==> src/rtl/i2c_tam_pkg.sv <==
package i2c_tam_pkg;
  localparam int BYTE_W = 8;
  localparam logic [4:0] TEN_HDR = 5'b11110;
  localparam logic [BYTE_W-1:0] GCALL_BYTE = '0;

  typedef enum logic [2:0] {
    PH_IDLE, PH_ADDR, PH_ADDR2, PH_RX, PH_TX, PH_SKIP
  } phase_e;

  typedef struct packed {
    logic gcall;
    logic hit7;
    logic hit10_hi;
    logic hit10_lo;
  } cmp_t;
endpackage

==> src/rtl/i2c_tam_cmp.sv <==
module i2c_tam_cmp
  import i2c_tam_pkg::*;
#(
  parameter int ID_W = 10
) (
  input  logic [BYTE_W-1:0] byte_i,
  input  logic [ID_W-1:0]   id_i,
  output cmp_t              cmp_o
);
  localparam int A7_W = BYTE_W - 1;

  always_comb begin
    cmp_o.gcall    = (byte_i == GCALL_BYTE);
    cmp_o.hit7     = (byte_i[BYTE_W-1:1] == id_i[A7_W-1:0]);
    cmp_o.hit10_hi = (byte_i[BYTE_W-1:3] == TEN_HDR) && (byte_i[2:1] == id_i[ID_W-1:ID_W-2]);
    cmp_o.hit10_lo = (byte_i == id_i[BYTE_W-1:0]);
  end
endmodule

==> src/rtl/i2c_tam_arm.sv <==
module i2c_tam_arm (
  input  logic clk_i,
  input  logic rst_ni,
  input  logic set_i,
  input  logic clr_i,
  input  logic auto_i,
  input  logic adr_ack_i,
  output logic arm_o
);
  always_ff @(posedge clk_i or negedge rst_ni) begin
    if (!rst_ni)                arm_o <= 1'b0;
    else if (set_i)             arm_o <= 1'b1;
    else if (clr_i)             arm_o <= 1'b0;
    else if (auto_i && adr_ack_i) arm_o <= 1'b0;
  end
endmodule

==> src/rtl/i2c_tam_irq.sv <==
module i2c_tam_irq (
  input  logic clk_i,
  input  logic rst_ni,
  input  logic hit_i,
  input  logic clr_i,
  output logic pulse_o,
  output logic sticky_o
);
  always_ff @(posedge clk_i or negedge rst_ni) begin
    if (!rst_ni) begin
      pulse_o  <= 1'b0;
      sticky_o <= 1'b0;
    end else begin
      pulse_o <= hit_i;
      if (hit_i)      sticky_o <= 1'b1;
      else if (clr_i) sticky_o <= 1'b0;
    end
  end
endmodule

==> src/rtl/i2c_tgt_addr_match.sv <==
module i2c_tgt_addr_match
  import i2c_tam_pkg::*;
#(
  parameter int ID_W = 10
) (
  input  logic              clk_i,
  input  logic              rst_ni,
  input  logic              start_i,
  input  logic              stop_i,
  input  logic              byte_vld_i,
  input  logic [BYTE_W-1:0] byte_i,
  input  logic [ID_W-1:0]   dev_id_i,
  input  logic              ten_bit_i,
  input  logic              arm_set_i,
  input  logic              arm_clr_i,
  input  logic              arm_auto_i,
  input  logic              gcall_en_i,
  input  logic              rx_ack_en_i,
  input  logic              fifo_full_i,
  input  logic              flag_rst_i,
  input  logic              irq_clr_i,
  output logic              ack_vld_o,
  output logic              ack_o,
  output logic              sreq_pulse_o,
  output logic              sreq_o,
  output logic              arm_o,
  output logic              addressed_o,
  output logic              dir_o,
  output logic              dir_ack_o,
  output logic              gcall_ack_o,
  output logic              ten_ack_o
);
  phase_e phase_q, phase_d;
  cmp_t   cmp;
  logic   ten_sel_q;
  logic   byte_ok, is_a1, is_a2, is_rx;
  logic   gc_ack, m7, wr10a, rd10, m10b, hit, adr_ack, ack_d, rw;

  i2c_tam_cmp #(.ID_W(ID_W)) u_cmp (.byte_i(byte_i), .id_i(dev_id_i), .cmp_o(cmp));

  i2c_tam_arm u_arm (
    .clk_i(clk_i), .rst_ni(rst_ni), .set_i(arm_set_i), .clr_i(arm_clr_i),
    .auto_i(arm_auto_i), .adr_ack_i(adr_ack), .arm_o(arm_o)
  );

  i2c_tam_irq u_irq (
    .clk_i(clk_i), .rst_ni(rst_ni), .hit_i(hit), .clr_i(irq_clr_i),
    .pulse_o(sreq_pulse_o), .sticky_o(sreq_o)
  );

  // bus events and flag reset take precedence over a byte in the same cycle
  assign byte_ok = byte_vld_i && !start_i && !stop_i && !flag_rst_i;
  assign is_a1   = byte_ok && (phase_q == PH_ADDR);
  assign is_a2   = byte_ok && (phase_q == PH_ADDR2);
  assign is_rx   = byte_ok && (phase_q == PH_RX);
  assign rw      = byte_i[0];

  always_comb begin
    gc_ack  = is_a1 && cmp.gcall && gcall_en_i;
    m7      = is_a1 && !ten_bit_i && !cmp.gcall && cmp.hit7;
    wr10a   = is_a1 && ten_bit_i && cmp.hit10_hi && !rw;
    rd10    = is_a1 && ten_bit_i && cmp.hit10_hi && rw && ten_sel_q;
    m10b    = is_a2 && cmp.hit10_lo;
    hit     = m7 || rd10 || m10b;
    adr_ack = hit && arm_o;
    ack_d   = adr_ack || gc_ack || (wr10a && arm_o) ||
              (is_rx && rx_ack_en_i && !fifo_full_i);

    phase_d = phase_q;
    if (is_a1) begin
      if (gc_ack)               phase_d = PH_RX;
      else if (m7 || rd10)      phase_d = adr_ack ? (rw ? PH_TX : PH_RX) : PH_SKIP;
      else if (wr10a && arm_o)  phase_d = PH_ADDR2;
      else                      phase_d = PH_SKIP;
    end else if (is_a2) begin
      phase_d = adr_ack ? PH_RX : PH_SKIP;
    end
  end

  always_ff @(posedge clk_i or negedge rst_ni) begin
    if (!rst_ni) begin
      phase_q     <= PH_IDLE;
      ten_sel_q   <= 1'b0;
      addressed_o <= 1'b0;
      dir_o       <= 1'b0;
      dir_ack_o   <= 1'b0;
      gcall_ack_o <= 1'b0;
      ten_ack_o   <= 1'b0;
    end else if (flag_rst_i) begin
      phase_q     <= PH_IDLE;
      ten_sel_q   <= 1'b0;
      addressed_o <= 1'b0;
      dir_o       <= 1'b0;
      dir_ack_o   <= 1'b0;
      gcall_ack_o <= 1'b0;
      ten_ack_o   <= 1'b0;
    end else if (start_i) begin
      phase_q     <= PH_ADDR;
      addressed_o <= 1'b0;
      dir_o       <= 1'b0;
    end else if (stop_i) begin
      phase_q     <= PH_IDLE;
      addressed_o <= 1'b0;
      ten_sel_q   <= 1'b0;
    end else begin
      phase_q <= phase_d;
      if (is_a1) begin
        dir_o       <= rw;
        gcall_ack_o <= gc_ack;
        ten_ack_o   <= 1'b0;
        ten_sel_q   <= rd10;
      end
      if (hit) addressed_o <= 1'b1;
      if (gc_ack) dir_ack_o <= 1'b0;
      if (adr_ack) begin
        dir_ack_o   <= is_a2 ? 1'b0 : rw;
        ten_ack_o   <= rd10 || m10b;
        gcall_ack_o <= 1'b0;
      end
      if (m10b && adr_ack) ten_sel_q <= 1'b1;
    end
  end

  always_ff @(posedge clk_i or negedge rst_ni) begin
    if (!rst_ni) begin
      ack_vld_o <= 1'b0;
      ack_o     <= 1'b0;
    end else begin
      ack_vld_o <= byte_ok;
      ack_o     <= byte_ok && ack_d;
    end
  end
endmodule

==> config.mk <==
export PLATFORM = sky130hd
export DESIGN_NAME = i2c_tgt_addr_match
export DESIGN_NICKNAME = d
export VERILOG_FILES = /design/src/rtl/i2c_tam_pkg.sv /design/src/rtl/i2c_tam_cmp.sv /design/src/rtl/i2c_tam_arm.sv /design/src/rtl/i2c_tam_irq.sv /design/src/rtl/i2c_tgt_addr_match.sv
export SDC_FILE = /design/constraint.sdc
export NUM_CORES = 1
export LEC_CHECK = 0
export BUFFER_PORTS_ARGS = -buffer_cell sky130_fd_sc_hd__buf_2
export CAP_MARGIN = 20
export CORE_MARGIN = 5
export CORE_UTILIZATION = 35
export DETAILED_ROUTE_END_ITERATION = 8
export GPL_ROUTABILITY_DRIVEN = 0
export PLACE_DENSITY = 0.7
export RECOVER_POWER = 50
export SYNTH_ARGS = -nofsm -noshare
export SYNTH_HDL_FRONTEND = slang
export SYNTH_HIERARCHICAL = 1
export SYNTH_SLANG_ARGS = --single-unit
==> constraint.sdc <==
create_clock -name clk_i -period 3.5 [get_ports clk_i]
set_input_delay 0.175 -clock clk_i [delete_from_list [all_inputs] [get_ports clk_i]]
set_output_delay 0.175 -clock clk_i [all_outputs]
set_load 0.005 [all_outputs]
* Word-level counts from Yosys, hierarchy flattened
Cells that the tools add are included.
** Storage, ports and cells
- Memory bits (read-only) :: 0
- Bits in writable memories :: 0
- Latch bits :: 0
- Register bits after elaboration :: 14
- Bits of input ports :: 32
- Memories :: 0
- Word-level logic and storage cells :: 118
** Cells by class
- Reductions and logical operators :: 51
- Add/sub/neg operators :: 0
- Shift-type cells :: 0
- Bitwise logic cells :: 0
- Multiplexer cells :: 45
- Eq/ne operators :: 10
- $lt $le $gt $ge :: 0
- Div/mod/pow operators :: 0
- Multipliers :: 0
** Operator list (number)
- two-way mux 1 bit :: 34
- two-way mux 3 bit :: 11
- logical AND 1 bit :: 25
- nonzero test 3 bit :: 4
- equality test 8 bit :: 1
- zero test 8 bit :: 1
- nonzero test 4 bit :: 2
- equality test 7 bit :: 1
- zero test 1 bit :: 7
- equality test 3 x 2 -> 1 bit, second input constant :: 2
- logical OR 1 bit :: 6
- AND reduction 3 bit :: 2
- equality test 5 bit, second input constant :: 1
- nonzero test 5 bit :: 1
- inequality test 2 x 1 -> 1 bit, second input constant :: 2
- AND reduction 2 bit :: 2
- equality test 3 x 1 -> 1 bit, second input constant :: 1
- inequality test 3 x 2 -> 1 bit, second input constant :: 1
- equality test 2 bit :: 1
- nonzero test 2 bit :: 1

* Depth between registers and ports, before layout
- Depth in word-level cells :: 19
- Gate-level depth with buffers :: 8

* Modules after synthesis
The synthesis kept the hierarchy.
** Modules (own cells, without submodules)
- i2c_tgt_addr_match :: seq. area each 275.3 µm², area an instance 683.2 µm², cells each 74, times used 1
- i2c_tam_cmp :: seq. area each 0.0 µm², area an instance 209.0 µm², cells each 27, times used 1
- i2c_tam_irq :: seq. area each 50.0 µm², area an instance 61.3 µm², cells each 4, times used 1
- i2c_tam_arm :: seq. area each 25.0 µm², area an instance 41.3 µm², cells each 4, times used 1

* Worst setup path after synthesis
No wires, ideal clock.
- Path type :: input-to-reg
- From :: input byte_i[7]
- To :: register addressed_o
- Stages on the path :: 6
- Path buffers :: 0
- Data arrival time :: 1557 ps
- Data required time :: 3381 ps
- Path slack :: 1825 ps
- Cell sequence :: or4_1 > nor2_1 > nor3b_1 > o21ai_0 > a21oi_1 > o21a_1
** RTL lines
- start: declaration :: line i2c_tgt_addr_match.sv:11 : input logic [BYTE_W-1:0] byte_i,
- end signal: assignment :: line i2c_tgt_addr_match.sv:84 : addressed_o <= 1'b0;
- end signal: assignment :: line i2c_tgt_addr_match.sv:92 : addressed_o <= 1'b0;
- end signal: assignment :: line i2c_tgt_addr_match.sv:99 : addressed_o <= 1'b0;
- end: declaration :: line i2c_tgt_addr_match.sv:27 : output logic addressed_o,

* Final worst setup path
- From :: register phase_q[1]
- To :: register u_arm.arm_o
** Between the ends
- Longest elaborated chain between the ends :: 11
** Ends and longest elaborated chain
- start: declaration :: line i2c_tgt_addr_match.sv:33 : phase_e phase_q, phase_d;
- start signal: assignment :: line i2c_tgt_addr_match.sv:106 : phase_q <= phase_d;
- equality test 3 x 1 -> 1 bit :: line i2c_tgt_addr_match.sv:53 : assign is_a1 = byte_ok && (phase_q == PH_ADDR);
- logical AND 1 bit :: line i2c_tgt_addr_match.sv:53
- logical AND 1 bit (4 in a row) :: line i2c_tgt_addr_match.sv:62 : rd10 = is_a1 && ten_bit_i && cmp.hit10_hi && rw && ten_sel_q;
- logical OR 1 bit :: line i2c_tgt_addr_match.sv:64 : hit = m7 || rd10 || m10b;
- logical OR 1 bit * :: line i2c_tgt_addr_match.sv:64
- logical AND 1 bit * :: line i2c_tgt_addr_match.sv:65 : adr_ack = hit && arm_o;
- net adr_ack :: line i2c_tgt_addr_match.sv:37 : logic gc_ack, m7, wr10a, rd10, m10b, hit, adr_ack, ack_d, rw;
- logical AND 1 bit * :: line i2c_tam_arm.sv:14 : else if (auto_i && adr_ack_i) arm_o <= 1'b0;
- nonzero test 3 bit (no source line) *
- end signal: assignment :: line i2c_tam_arm.sv:12 : else if (set_i) arm_o <= 1'b1;
- end signal: assignment :: line i2c_tam_arm.sv:13 : else if (clr_i) arm_o <= 1'b0;
- end signal: assignment :: line i2c_tam_arm.sv:14
- end: declaration :: line i2c_tam_arm.sv:8 : output logic arm_o
Mark *: on every way through the listed nets, which the timed path passes. The rest lies on a longest branch.
A chain may end at the register's enable or synchronous reset.

==> impl_results.md <==
- Status: finished, final reports clean
- Number of synthesized register bits: 14
- Initial antenna violation count: 0
- Peak Freq: 501.9 MHz
- Clock network latency to the later pin of the worst-skew pair: between 0.2 and 0.3 ns
- Final setup violation count: 0
- Tot GR Track Use: about an eighth
- Max-cap violation count: 0
- DR vias/cell: 5.481
- Reg2reg setup slack: 1.51 ns
- VDD IR max: between 150 and 200 µV
- Syn Nets: 141
- Cell area after layout: 1262 µm²
- Max_slew headroom: 49.96%
- Clock sinks: 14
- Post-synthesis xor/xnor area fraction: 14.97%
- R2R Path End: u_arm/arm_o
- Setup TNS: 0 ns
- Combinational family with the most area after synthesis: simple AND/OR/NAND/NOR gates
- DIE AREA: 4008 µm²
- Final Cycle Share: between 50% and 60%
- Post-DRT Antenna Nets: 0
- Root buf cell: clkbuf_4
- Synthesized area: between 900 and 1000 µm²
- Number of H-tree levels: 1
- Yosys Warn Count: 6
- CORE AREA: approximately 2700 µm²
- Worst Path Arrival: 2.18 ns
- Post-Syn Area per Cell: just over 9 µm²
- CP Data Required Time: 3.68 ns
- Die H: roughly 63 µm
- Hold Crit Class: primary input to flip-flop
- Reg area: 350.3 µm²
- DRT Pass-1 Iters: 4
- Fin cells: 183
- Ports: 42
- Initial drt markers: 21
- Crit end category: flip-flop
- Area after DPL: 1225 µm²
- Crit path max fanout: 9
- Leakage power: 0.5499 nW
- Worst Tran Pin Value: ~0.75 ns
- RSZ-0062 raised after global routing: no
- Net count, final: roughly 190
- CTS Buf Count: 3
- # rows: 19
- Total grt overflow: 0
- Hold_sp: arm_set_i
- Commonest non-fill, non-tap cells in the layout: buf_2 (37), dfrtp_1 (14), xnor2_1 (12)
- Layout area overhead: 26.92%
- CTS tree: yes
- Hold path endpoint: u_arm/arm_o
- # port buffers: 41
- Vias in the first global route: 1014
- Compound-gate portion of the synthesized area: 17.61%
- Most common cell after layout, fill and taps aside: buf_2
- Post-Syn Instances: 109
- Final hold violations: 0
- Worst setup SP type: flip-flop
- Total number of vias: 1003
- Fillers: ~260
- Inserted Diodes: 0
- Cells after DPL: between 150 and 200
- Count of pins over their slew limit: 0
- Combined area of the multi-input logic cells: between 600 and 700 µm²
- Final Critical Period: 1.993 ns
- Worst Clk Skew: 0.003243 ns
- Clock Tree Buf Depth: 2
- Register area share after synthesis: 35.22%
- Largest net degree at the start of global routing: 15
- Power, Total: 354.4 µW
- Chip Width: about 63 µm
- FF-to-FF path depth: 5
- Proportion of synthesized area in mux cells: 2.013%
- Worst-path clk slew: approximately 0.090 ns
- Hold Path Depth: 2
- WS Path Type: flip-flop to flip-flop
- Drc violations: 0
- DR WL/cell: 14.21 µm
- Layout cells sized above 1: between 30% and 40%
- Synth Area in Adders: 0%
- Initial Util: between 30% and 40%
- Util after Layout: 46.18%
- Pwr dens: 280.8 nW/µm²
- RR Startpoint: phase_q[1]
- DRT Wirelength: 2601 µm
- # resized after CTS: 0
- First-pass GRT wire length: between 4000 and 5000 µm
- HPWL Detailed: 2098 µm
- Post-Synth Simple-Gate Area: 26.42%
- Synth cell types: 39
## where the power goes
group          leakage (nW)  total [mW]  switching, mW  internal (mW)
Combinational         0.338      0.0679         0.0346         0.0333
Sequential            0.191       0.168        0.00437          0.164
Clock                0.0210       0.118         0.0551         0.0633
Total                 0.550       0.354         0.0940          0.260
## cells by family after synthesis
kind of cell           Yosys count
XOR/XNOR                        17
multiplexers                     2
flip-flops                      14
AO/OA/AOI/OAI                   25
buffers and inverters            8
AND/OR/NAND/NOR                 43
## state kept, by name (all words and copies together) (netlist names)
signal,cells
ack_o,1
ack_vld_o,1
addressed_o,1
dir_ack_o,1
dir_o,1
gcall_ack_o,1
phase_q,3
ten_ack_o,1
ten_sel_q,1
u_arm/arm_o,1
u_irq/pulse_o,1
u_irq/sticky_o,1
## worst max-delay path, stage by stage, from the launching register on
cell,delay (ns)
dfrtp_1,0.49
nor3b_2,0.52
o21ai_0,0.29
a21oi_2,0.30
nand2_1,0.08
a31o_1,0.21
## timing repair
action / CTS / global route
hold endpoints to repair: 14 / 0
setup endpoints to repair: 0 / 0
hold buffers: 1 / 0
setup buffers: 0 / 0
## stage by stage
| step | hold WS, ns | setup WS (ns) |
|---|---|---|
| 2_1_floorplan | -0.1206 | 1.825 |
| 5_1_grt | 0.07642 | 1.405 |
| 3_3_place_gp | 0.08649 | 1.440 |
| 3_5_place_dp | 0.09453 | 1.347 |
| 6_report | 0.07069 | 1.507 |
| 4_1_cts | 0.07226 | 1.497 |
## worst max path at each step
stage / slack, ns / from / cells after the start / to
after detailed placement: 1.35 / byte_i[2] / 8 / u_arm/arm_o
after CTS: 1.50 / phase_q[1] / 5 / u_arm/arm_o
final: 1.51 / phase_q[1] / 5 / u_arm/arm_o
after global placement: 1.44 / byte_i[1] / 9 / u_arm/arm_o
after floorplan: 1.82 / byte_i[7] / 6 / addressed_o
after global routing: 1.40 / phase_q[1] / 5 / u_arm/arm_o
## Yosys cell counts
cell	number	share of area [%]
o311ai_0	1	0.88
nand3_1	1	0.50
or3b_2	1	0.88
o22ai_1	2	1.3
clkbuf_1	1	0.38
nand4b_1	1	0.88
nor4bb_1	2	2.0
nor2_1	3	1.1
and2_1	2	1.3
a211o_1	2	1.8
o21ai_0	3	1.5
nand4_1	5	3.1
a21o_1	1	0.75
nor3b_1	1	0.75
o2bb2ai_1	2	1.8
buf_2	2	1.0
a22oi_1	1	0.75
xnor2_1	12	11
a221oi_1	1	0.88
mux2i_1	2	2.0
a21oi_2	1	0.88
nand2b_1	5	3.1
a21oi_1	4	2.0
inv_1	4	1.5
nor3b_2	1	1.3
xor2_1	5	4.4
nand2_1	8	3.0
clkinv_4	1	0.88
o21a_1	2	1.5
a31o_1	2	1.8
nand2_2	1	0.63
nor3_1	5	2.5
and4_1	1	0.88
dfrtp_1	14	35
or4_1	2	1.5
nor4_1	2	1.3
or4b_1	1	1.0
a31oi_1	3	1.9
nor2b_1	1	0.63
## cell type report
type	instances	area share (%)
multi-input cells	87	48.07
flip-flops and latches	14	27.75
repair buffers	42	16.65
well taps	31	3.072
clock buffers	4	2.874
inverters	5	1.586
## metal layers
metal / global-route usage [%] / part of all wire, %
met1: 15.64 / 42
met4: 4.935 / 2.0
met5: 0 / 0
met2: 22.82 / 51
met3: 2.487 / 5.3
Power figures use the tool's default switching activity.
